### config.mk
export PLATFORM = sky130hd
export DESIGN_NAME = chg_wdog_top
export DESIGN_NICKNAME = d
export VERILOG_FILES = /design/src/rtl/chg_wdog_pkg.sv /design/src/rtl/chg_wdog_sel.sv /design/src/rtl/chg_wdog_cnt.sv /design/src/rtl/chg_wdog_fsm.sv /design/src/rtl/chg_wdog_top.sv
export SDC_FILE = /design/constraint.sdc
export NUM_CORES = 1
export LEC_CHECK = 0
export ABC_CLOCK_PERIOD_IN_PS = 4050
export BUFFER_PORTS_ARGS = -buffer_cell sky130_fd_sc_hd__clkbuf_2
export CORE_UTILIZATION = 53
export DETAILED_ROUTE_END_ITERATION = 12
export PLACE_DENSITY = 0.71
export SLEW_MARGIN = 20
export SYNTH_ARGS = -nofsm -noshare
export SYNTH_HDL_FRONTEND = slang
export SYNTH_HIERARCHICAL = 1
export SYNTH_SLANG_ARGS = --single-unit
### constraint.sdc
create_clock -name clk_i -period 4.05 [get_ports clk_i]
set_clock_uncertainty 0.15 [all_clocks]
set_input_delay 0.81 -clock clk_i [delete_from_list [all_inputs] [get_ports clk_i]]
set_output_delay 0.81 -clock clk_i [all_outputs]
set_load 0.005 [all_outputs]
### src/rtl/chg_wdog_pkg.sv
package chg_wdog_pkg;
  typedef enum logic [1:0] {
    WD_OFF   = 2'b00,
    WD_SHORT = 2'b01,
    WD_MID   = 2'b10,
    WD_LONG  = 2'b11
  } wd_sel_e;

  localparam wd_sel_e WD_RESET_SEL = WD_LONG;

  typedef enum logic {
    ST_RUN  = 1'b0,
    ST_SUSP = 1'b1
  } wd_state_e;
endpackage

### src/rtl/chg_wdog_sel.sv
module chg_wdog_sel
  import chg_wdog_pkg::*;
#(
  parameter int unsigned TICKS_PER_SEC = 1000,
  parameter int unsigned SEC_SHORT     = 44,
  parameter int unsigned SEC_MID       = 88,
  parameter int unsigned SEC_LONG      = 175,
  parameter int unsigned CNT_W         = 18
) (
  input  logic             clk_i,
  input  logic             rst_ni,
  input  logic             wr_opt_i,
  input  logic [1:0]       opt_sel_i,
  output logic             changed_o,
  output logic             enabled_o,
  output logic [CNT_W-1:0] limit_o
);
  localparam int unsigned SEC_TAB [4] = '{0, SEC_SHORT, SEC_MID, SEC_LONG};

  wd_sel_e sel_q, sel_d;
  logic [CNT_W-1:0] lim_tab [4];

  for (genvar g = 0; g < 4; g++) begin : g_lim
    assign lim_tab[g] = CNT_W'(SEC_TAB[g] * TICKS_PER_SEC);
  end

  always_comb begin
    sel_d = sel_q;
    if (wr_opt_i) sel_d = wd_sel_e'(opt_sel_i);
  end

  always_ff @(posedge clk_i or negedge rst_ni) begin
    if (!rst_ni) sel_q <= WD_RESET_SEL;
    else         sel_q <= sel_d;
  end

  assign changed_o = wr_opt_i && (wd_sel_e'(opt_sel_i) != sel_q);
  assign enabled_o = (sel_q != WD_OFF);
  assign limit_o   = lim_tab[sel_q];
endmodule

### src/rtl/chg_wdog_cnt.sv
module chg_wdog_cnt #(
  parameter int unsigned CNT_W = 18
) (
  input  logic             clk_i,
  input  logic             rst_ni,
  input  logic             clr_i,
  input  logic             inc_i,
  input  logic [CNT_W-1:0] limit_i,
  output logic             hit_o
);
  logic [CNT_W-1:0] cnt_q, cnt_d;
  logic             cnt_en;

  assign cnt_en = clr_i | inc_i;

  always_comb begin
    cnt_d = cnt_q;
    if (clr_i)      cnt_d = '0;
    else if (inc_i) cnt_d = cnt_q + CNT_W'(1);
  end

  always_ff @(posedge clk_i or negedge rst_ni) begin
    if (!rst_ni)     cnt_q <= '0;
    else if (cnt_en) cnt_q <= cnt_d;
  end

  assign hit_o = inc_i && !clr_i && (cnt_q == limit_i - CNT_W'(1));
endmodule

### src/rtl/chg_wdog_fsm.sv
module chg_wdog_fsm
  import chg_wdog_pkg::*;
(
  input  logic clk_i,
  input  logic rst_ni,
  input  logic hit_i,
  input  logic resume_i,
  output logic susp_o
);
  wd_state_e st_q, st_d;

  always_comb begin
    st_d = st_q;
    unique case (st_q)
      ST_RUN:  if (hit_i)    st_d = ST_SUSP;
      ST_SUSP: if (resume_i) st_d = ST_RUN;
      default: st_d = ST_RUN;
    endcase
  end

  always_ff @(posedge clk_i or negedge rst_ni) begin
    if (!rst_ni) st_q <= ST_RUN;
    else         st_q <= st_d;
  end

  assign susp_o = (st_q == ST_SUSP);
endmodule

### src/rtl/chg_wdog_top.sv
module chg_wdog_top
  import chg_wdog_pkg::*;
#(
  parameter int unsigned TICKS_PER_SEC = 1000,
  parameter int unsigned SEC_SHORT     = 44,
  parameter int unsigned SEC_MID       = 88,
  parameter int unsigned SEC_LONG      = 175
) (
  input  logic       clk_i,
  input  logic       rst_ni,
  input  logic       tick_i,
  input  logic       wr_vchg_i,
  input  logic       wr_ichg_i,
  input  logic       wr_opt_i,
  input  logic [1:0] opt_sel_i,
  output logic       allow_o,
  output logic       expired_o
);
  localparam int unsigned MAX_SEC =
    (SEC_LONG > SEC_MID) ? ((SEC_LONG > SEC_SHORT) ? SEC_LONG : SEC_SHORT)
                         : ((SEC_MID > SEC_SHORT) ? SEC_MID : SEC_SHORT);
  localparam int unsigned CNT_W = $clog2(MAX_SEC * TICKS_PER_SEC + 1);

  logic             sel_changed, enabled, hit, susp;
  logic             refresh, restart, resume, inc;
  logic [CNT_W-1:0] limit;

  assign refresh = wr_vchg_i | wr_ichg_i;
  assign restart = refresh | sel_changed;
  assign resume  = refresh | (wr_opt_i && (wd_sel_e'(opt_sel_i) == WD_OFF));
  assign inc     = tick_i && enabled && !susp && !restart;

  chg_wdog_sel #(
    .TICKS_PER_SEC(TICKS_PER_SEC), .SEC_SHORT(SEC_SHORT),
    .SEC_MID(SEC_MID), .SEC_LONG(SEC_LONG), .CNT_W(CNT_W)
  ) sel_i (
    .clk_i(clk_i), .rst_ni(rst_ni), .wr_opt_i(wr_opt_i), .opt_sel_i(opt_sel_i),
    .changed_o(sel_changed), .enabled_o(enabled), .limit_o(limit)
  );

  chg_wdog_cnt #(.CNT_W(CNT_W)) cnt_i (
    .clk_i(clk_i), .rst_ni(rst_ni), .clr_i(restart), .inc_i(inc),
    .limit_i(limit), .hit_o(hit)
  );

  chg_wdog_fsm fsm_i (
    .clk_i(clk_i), .rst_ni(rst_ni), .hit_i(hit), .resume_i(resume), .susp_o(susp)
  );

  assign expired_o = susp;
  assign allow_o   = !susp;
endmodule

==> qor.log, run 1 <==
qor: final_layout.fillCellCount 295
qor: critical_path.path_cells inv_1 > ha_1 > or4_4 > or4_4 > or4_1 > a22oi_1 > o2111ai_1 > nor4_2 > inv_1 > mux2i_1
qor: clock_tree.worstSkewPairLatency 0.30 ns
qor: final_layout.multi_input_comb_area 1109 µm²
qor: final_layout.layout.cells.non_filler 251
qor: synthesis.ys_warn_count 6
qor: critical_path.max_stage_delay 0.75 ns
qor: final_layout.final_cell_mix sky130_fd_sc_hd__nor2_1 (25), sky130_fd_sc_hd__xor2_1 (19), sky130_fd_sc_hd__dfrtp_1 (19)
qor: global_routing.total_global_routing_overflow 0
qor: sta.timing.slew.headroom 63.42%
qor: route.first_iter_violations 62
qor: synthesis.ys_dominant_reg_cell sky130_fd_sc_hd__dfrtp_1
qor: final_layout.mostFrequentLayoutCell sky130_fd_sc_hd__nor2_1
qor: critical_path.criticalPathCategory register to register
qor: critical_path.worstSetupStartpointType register
qor: global_routing.global_route.usage.total 22.71%
qor: flow_run.cap_violations 0
qor: route.antenna_violating_nets_post_route 0
qor: run_status.run_status completed
qor: final_layout.diode_insertion_count_for_antenna_repair 0
qor: route.routed_wl 3684 µm
qor: final_layout.seq_area 528.0 µm²
qor: final_layout.final_layout_size_suffix_gt1_share 13.04%
qor: sta.final-hold-violation-count 0
qor: placed_design.dp_hpwl 2803 µm
qor: clock_tree.cts-hold-fix-buffers 0
qor: clock_tree.tritoncts_clock_tree built
qor: synthesis.synth-async-reset-ratio 100.0%
qor: sta.worst_pin_slew 0.5487 ns
qor: die.initial_utilization 57.12%
qor: power_and_ir_drop.power.density_cell_area 229.2 nW/µm²
qor: synthesis.syn-mean-instance-area 8.508 µm²
qor: clock_tree.clkSlewWorstSetupHoldPaths 0.12 ns
qor: placed_design.place_congestion 0.8764
qor: synthesis.post_synth_instance_area 1787 µm²
qor: die.core_region_area 3128 µm²
qor: clock_tree.total_clock_buffers_created_by_cts 3
qor: power_and_ir_drop.report.power.total 0.0004139 W
qor: global_routing.grt_pass1_wl 6161 µm
qor: critical_path.cp-end-kind register
qor: synthesis.synth_seq_cells 21
qor: critical_path.critical_path.top_delay_family simple AND/OR/NAND/NOR gates
qor: die.floorplan.die.height 60.06 µm
qor: die.dieWidth 60.06 µm
qor: route.vias_per_cell 5.809
qor: synthesis.yosysSeqAreaShare 29.55%
qor: die.row_count 20
qor: sta.post_layout_minimum_cycle_time 3.769 ns
qor: global_routing.initial_antenna_violation_count 0
qor: sta.hold_ws 0.3198 ns
qor: sta.tns 0 ns
qor: sta.rsz0062_at_grt no
qor: final_layout.finalNetCount 222
qor: global_routing.grt_start_max_net_pins 22
qor: critical_path.crit_path_max_fanout 16
qor: sta.achievable-frequency 0.2653 GHz
qor: critical_path.worst-path-buf-inv 2
qor: die.boundaryPins 10
qor: clock_tree.sinks_on_the_clock_net 21
qor: synthesis.synth_edf_count 0
qor: synthesis.postSynthCellCount 210
qor: placed_design.placedCellCount 247
qor: critical_path.worstPathRequired 4.13 ns
qor: synthesis.ys_types 45
qor: route.drc_errors 0
qor: power_and_ir_drop.worst_ir_drop_vdd 0.1436 mV
qor: route.post_dr_wirelength_cell 14.68 µm
qor: clock_tree.cts_root_buffer sky130_fd_sc_hd__clkbuf_4
qor: route.drt_pre_antenna_iters 4
qor: placed_design.port_buffers 9
qor: global_routing.first_global_vias 1401
qor: min_path.worst_hold_path_type input port to async pin
qor: clock_tree.cts.repair_timing.setup_buffer_count 0
qor: sta.drv_slew 0
qor: critical_path.worst-endpoint-arrival 3.85 ns
qor: sta.timing.final.setup_violations 0
qor: critical_path.critical-path-slowest-cell sky130_fd_sc_hd__dfstp_2
qor: final_layout.syn2layout_area_growth 1.050%
qor: route.detailroute.via_count 1458
qor: die.dieArea 3607 µm²
qor: power_and_ir_drop.p_leak 0.7245 nW
qor: clock_tree.ctsResizeCount 0
qor: final_layout.final_core_density 57.72%
qor: clock_tree.htree_levels 1
qor: sta.final.period_utilization 93.07%
qor: critical_path.setup.reg_to_reg.worst_slack 0.28 ns
qor: clock_tree.clockBufferDepth 2
## cells in the mapped netlist, drive strengths merged, types with 2 or more instances
cell type   n  area, µm²
and3        6      37.54
nor3b       2      15.01
inv         9      33.78
clkbuf      4      15.01
nor2       25      93.84
nor4b       2      17.52
nor4        7      56.30
mux2i       2      20.02
o31ai       3      22.52
xor2       19      166.4
dfstp       2      52.55
ha          6      75.07
nor3        2      15.01
dfrtp      19      475.5
or4         5      45.04
nand3       7      35.03
o311ai      2      17.52
nand2      11      41.29
nand4       5      31.28
and4        2      17.52
a21oi       7      35.03
or3         8      58.80
buf        15      108.9
o21ai       8      40.04
xnor2      18      157.7
## cells by family (layout without fill, tap and decap cells)
group,after synthesis,in the layout,share of synthesized area (%)
compound gates,28,28,9.945
mux,2,2,1.120
other cells,1,3,0.2099
simple gates,87,87,28.01
buf+inv,28,23,8.823
fa+ha+maj,6,6,4.202
flops,21,21,29.55
xor+xnor,37,37,18.14
## worst paths after layout
path                       cells past startpoint           start        endpoint
setup / recovery                              10  sel_i/sel_q[0]    fsm_i/susp_o
hold / removal                                 1          rst_ni  cnt_i/cnt_q[7]
setup reg to reg                              10  sel_i/sel_q[0]    fsm_i/susp_o
hold reg to reg                                1    fsm_i/susp_o    fsm_i/susp_o
max in group asynchronous                      1          rst_ni  sel_i/sel_q[0]
min in group clk_i                             1    fsm_i/susp_o    fsm_i/susp_o
## state kept, by name (all words and copies together) (netlist names)
name,flops
sel_i/sel_q,2
fsm_i/susp_o,1
cnt_i/cnt_q,18
## final cells by class
type,instances,share of cell area (%)
inverter,9,1.871
multi-input combinational,163,61.40
sequential,21,29.24
clock buffer,3,1.247
timing repair buffer,10,2.911
tap,44,3.049
clock inverter,1,0.2772
## power by group
group / internal, W / leakage, nW / switching [W] / total, W
Clock: 0.0000367 / 0.0177 / 0.0000640 / 0.000101
Combinational: 0.0000363 / 0.420 / 0.0000578 / 0.0000941
Sequential: 0.000213 / 0.287 / 0.00000593 / 0.000219
## layer usage
layer | wire [µm] | global-route usage, % | vias to the layer above
met5 | 0 | 0 | -
met4 | 53 | 8.306 | 0
met3 | 129 | 2.165 | 6
met2 | 1759 | 37.78 | 35
met1 | 1742 | 30.53 | 696
li1 | - | - | 721
## per-stage QoR
stage	setup WS (ns)	cell area, µm²
after floorplan	0.8001	1794
after detailed placement	0.3403	1778
final	0.2806	1805
after CTS	0.3050	1805
after global routing	0.1664	1805
after global placement	0.5210	1778
## worst reg2reg max path: stages, from the launching register on
cell,delay (ns)
sky130_fd_sc_hd__dfstp_2,0.75
sky130_fd_sc_hd__inv_1,0.14
sky130_fd_sc_hd__ha_1,0.40
sky130_fd_sc_hd__or4_4,0.61
sky130_fd_sc_hd__or4_4,0.52
sky130_fd_sc_hd__or4_1,0.41
sky130_fd_sc_hd__a22oi_1,0.20
sky130_fd_sc_hd__o2111ai_1,0.15
sky130_fd_sc_hd__nor4_2,0.16
sky130_fd_sc_hd__inv_1,0.06
sky130_fd_sc_hd__mux2i_1,0.14
No activity file was read; power rests on OpenSTA's default activity.
==> run 2, diff against run 1 <==
--- a/config.mk
+++ b/config.mk
@@ -5,8 +5,9 @@
 export SDC_FILE = /design/constraint.sdc
 export NUM_CORES = 1
 export LEC_CHECK = 0
-export ABC_CLOCK_PERIOD_IN_PS = 4050
+export ABC_CLOCK_PERIOD_IN_PS = 4300
 export BUFFER_PORTS_ARGS = -buffer_cell sky130_fd_sc_hd__clkbuf_2
+export CAP_MARGIN = 10
 export CORE_UTILIZATION = 53
 export DETAILED_ROUTE_END_ITERATION = 12
 export PLACE_DENSITY = 0.71
==> constraint.sdc (replaced) <==
create_clock -name clk_i -period 4.3 [get_ports clk_i]
set_clock_uncertainty 0.15 [all_clocks]
set_input_delay 0.86 -clock clk_i [delete_from_list [all_inputs] [get_ports clk_i]]
set_output_delay 0.86 -clock clk_i [all_outputs]
set_load 0.005 [all_outputs]
==> run 2 against run 1 <==
Clock power is essentially flat. Maximum frequency grew 1.5%. Worst setup slack gained 0.31 ns. Critical endpoint unchanged. Largest cell class unchanged.
==> qor.log, run 2 (same netlist as run 1, synthesis figures left out) <==
qor: route.post_dr_wirelength_cell 14.71 µm [+0.19%]
qor: route.vias_per_cell 5.733 [-1.3%]
qor: sta.post_layout_minimum_cycle_time 3.713 ns [-0.05629 ns]
qor: route.drc_errors 0 [unchanged]
qor: clock_tree.sinks_on_the_clock_net 21 [unchanged]
qor: clock_tree.cts-hold-fix-buffers 0 [unchanged]
qor: final_layout.mostFrequentLayoutCell sky130_fd_sc_hd__nor2_1
qor: sta.final-hold-violation-count 0 [unchanged]
qor: placed_design.place_congestion 0.9000 [+2.7%]
qor: power_and_ir_drop.p_leak 0.7207 nW [-0.52%]
qor: route.routed_wl 3691 µm [+0.19%]
qor: route.antenna_violating_nets_post_route 0 [unchanged]
qor: clock_tree.ctsResizeCount 0 [unchanged]
qor: critical_path.worstSetupStartpointType register
qor: run_status.run_status completed
qor: final_layout.final_design_area_no_fill 1808 µm² [+0.14%]
qor: critical_path.crit_path_max_fanout 16 [unchanged]
qor: sta.rsz0062_at_grt no
qor: clock_tree.clkSlewWorstSetupHoldPaths 0.13 ns [about the same]
qor: clock_tree.total_clock_buffers_created_by_cts 3 [unchanged]
qor: route.drt_pre_antenna_iters 4 [unchanged]
qor: critical_path.crit_start sel_i/sel_q[0]
qor: final_layout.final_layout_size_suffix_gt1_share 13.04% [unchanged]
qor: placed_design.dpl_worst_slack 0.6158 ns [+0.2755 ns]
qor: flow_run.cap_violations 0 [unchanged]
qor: sta.post-route-worst-setup-slack 0.5869 ns [+0.3063 ns]
qor: placed_design.port_buffers 9 [unchanged]
qor: die.floorplan.die.height 60.06 µm [unchanged]
qor: die.core_region_area 3128 µm² [unchanged]
qor: min_path.worst_hold_path_type input port to async pin
qor: sta.final.period_utilization 86.35% [-6.7 points]
qor: critical_path.worst-endpoint-arrival 3.81 ns [-0.04 ns]
qor: sta.timing.slew.headroom 64.74% [+1.3 points]
qor: die.dieWidth 60.06 µm [unchanged]
qor: clock_tree.htree_levels 1 [unchanged]
qor: final_layout.finalNetCount 222 [unchanged]
qor: global_routing.first_global_vias 1347 [-3.9%]
qor: placed_design.placed_cell_area 1778 µm² [unchanged]
qor: sta.worst_pin_slew 0.5289 ns [-0.01988 ns]
qor: final_layout.largest_register_ffs 18 [unchanged]
qor: placed_design.placedCellCount 247 [unchanged]
qor: clock_tree.tritoncts_clock_tree built
qor: placed_design.dp_hpwl 2748 µm [-2.0%]
qor: clock_tree.worstSkewPairLatency 0.31 ns [about the same]
qor: global_routing.grt_busiest_layer met2
qor: die.row_count 20 [unchanged]
qor: final_layout.diode_insertion_count_for_antenna_repair 0 [unchanged]
qor: sta.timing.final.setup_violations 0 [unchanged]
qor: global_routing.met3_usage 2.597% [+0.43 points]
qor: global_routing.grt_met1_use 32.70% [+2.2 points]
qor: die.dieArea 3607 µm² [unchanged]
qor: critical_path.cp-end-kind register
qor: global_routing.grt_start_max_net_pins 22 [unchanged]
qor: clock_tree.cts.repair_timing.setup_buffer_count 0 [unchanged]
qor: global_routing.initial_antenna_violation_count 0 [unchanged]
qor: final_layout.max_flop_register cnt_i/cnt_q
qor: power_and_ir_drop.power.density_cell_area 219.2 nW/µm² [-4.4%]
qor: clock_tree.clockBufferDepth 2 [unchanged]
qor: sta.achievable-frequency 0.2693 GHz [+1.5%]
qor: clock_tree.cts_root_buffer sky130_fd_sc_hd__clkbuf_4
qor: final_layout.final_cell_mix sky130_fd_sc_hd__nor2_1 (25), sky130_fd_sc_hd__xor2_1 (19), sky130_fd_sc_hd__dfrtp_1 (19)
qor: global_routing.grt_pass1_wl 6113 µm [-0.78%]
qor: global_routing.total_global_routing_overflow 0 [unchanged]
qor: global_routing.grt_util_met2 35.71% [-2.1 points]
qor: critical_path.worstPathRequired 4.40 ns [+0.27 ns]
qor: critical_path.critical_path.reg2reg.startpoint sel_i/sel_q[0]
qor: route.first_iter_violations 79 [+27%]
qor: die.initial_utilization 57.12% [unchanged]
qor: route.detailroute.via_count 1439 [-1.3%]
qor: power_and_ir_drop.worst_ir_drop_vdd 0.1437 mV [about the same]
qor: final_layout.final_core_density 57.80% [+0.080 points]
qor: critical_path.criticalPathCategory register to register
qor: sta.tns 0 ns [unchanged]
qor: global_routing.global_route.usage.total 22.77% [+0.060 points]
qor: sta.drv_slew 0 [unchanged]
qor: die.boundaryPins 10 [unchanged]
qor: final_layout.syn2layout_area_growth 1.190%
qor: final_layout.layout.cells.non_filler 251 [unchanged]
[run 2: cell count changes in the layout (fill, tap and decap cells not counted)]
| cell | change |
|---|---|
| sky130_fd_sc_hd__clkinvlp_4 | +1 |
| sky130_fd_sc_hd__clkinv_2 | -1 |
[run 2: per-layer routing]
| layer | share of wire (%) | vias to the layer above | routed length (µm) |
|---|---|---|---|
| met3 | 3.6 | 6 | 133 |
| met5 | 0 | - | 0 |
| met1 | 48 | 687 | 1787 |
| met2 | 47 | 30 | 1734 |
| met4 | 0.98 | 0 | 36 |
| li1 | - | 716 | - |
[run 2: cell type report]
class / instances / area (µm²)
inverters: 9 / 33.78
flip-flops and latches: 21 / 528.0
clock buffers: 3 / 22.52
multi-input cells: 163 / 1109
well taps: 44 / 55.05
clock inverters: 1 / 7.507
repair buffers: 10 / 52.55
fillers: 274 / 1320
[run 2: worst paths after layout]
path	slack (ns)	cells after the start	end
worst max-delay path	0.59	10	fsm_i/susp_o
worst min-delay path	0.35	1	cnt_i/cnt_q[8]
worst max register to register	0.59	10	fsm_i/susp_o
worst min register to register	0.42	1	fsm_i/susp_o
max in group asynchronous	3.29	1	sel_i/sel_q[1]
min in group clk_i	0.42	1	fsm_i/susp_o
[run 2: through the flow]
| stage | hold slack [ns] | total power (W) |
|---|---|---|
| after global placement | 0.4020 | 0.0002949 |
| after global routing | 0.3718 | 0.0004178 |
| after floorplan | 0.3778 | 0.0002891 |
| after detailed placement | 0.4100 | 0.0002966 |
| final | 0.3497 | 0.0003962 |
| after CTS | 0.3568 | 0.0003988 |
[run 2: where the power goes]
part / switching [W] / internal [W] / leakage (nW)
sequential: 0.00000561 / 0.000201 / 0.287
combinational: 0.0000547 / 0.0000342 / 0.420
clock: 0.0000655 / 0.0000355 / 0.0139
[run 2: critical path, stage by stage (launching register included)]
cell,delay (ns)
sky130_fd_sc_hd__dfstp_2,0.75
sky130_fd_sc_hd__inv_1,0.13
sky130_fd_sc_hd__ha_1,0.39
sky130_fd_sc_hd__or4_4,0.60
sky130_fd_sc_hd__or4_4,0.52
sky130_fd_sc_hd__or4_1,0.40
sky130_fd_sc_hd__a22oi_1,0.21
sky130_fd_sc_hd__o2111ai_1,0.16
sky130_fd_sc_hd__nor4_2,0.16
sky130_fd_sc_hd__inv_1,0.06
sky130_fd_sc_hd__mux2i_1,0.12
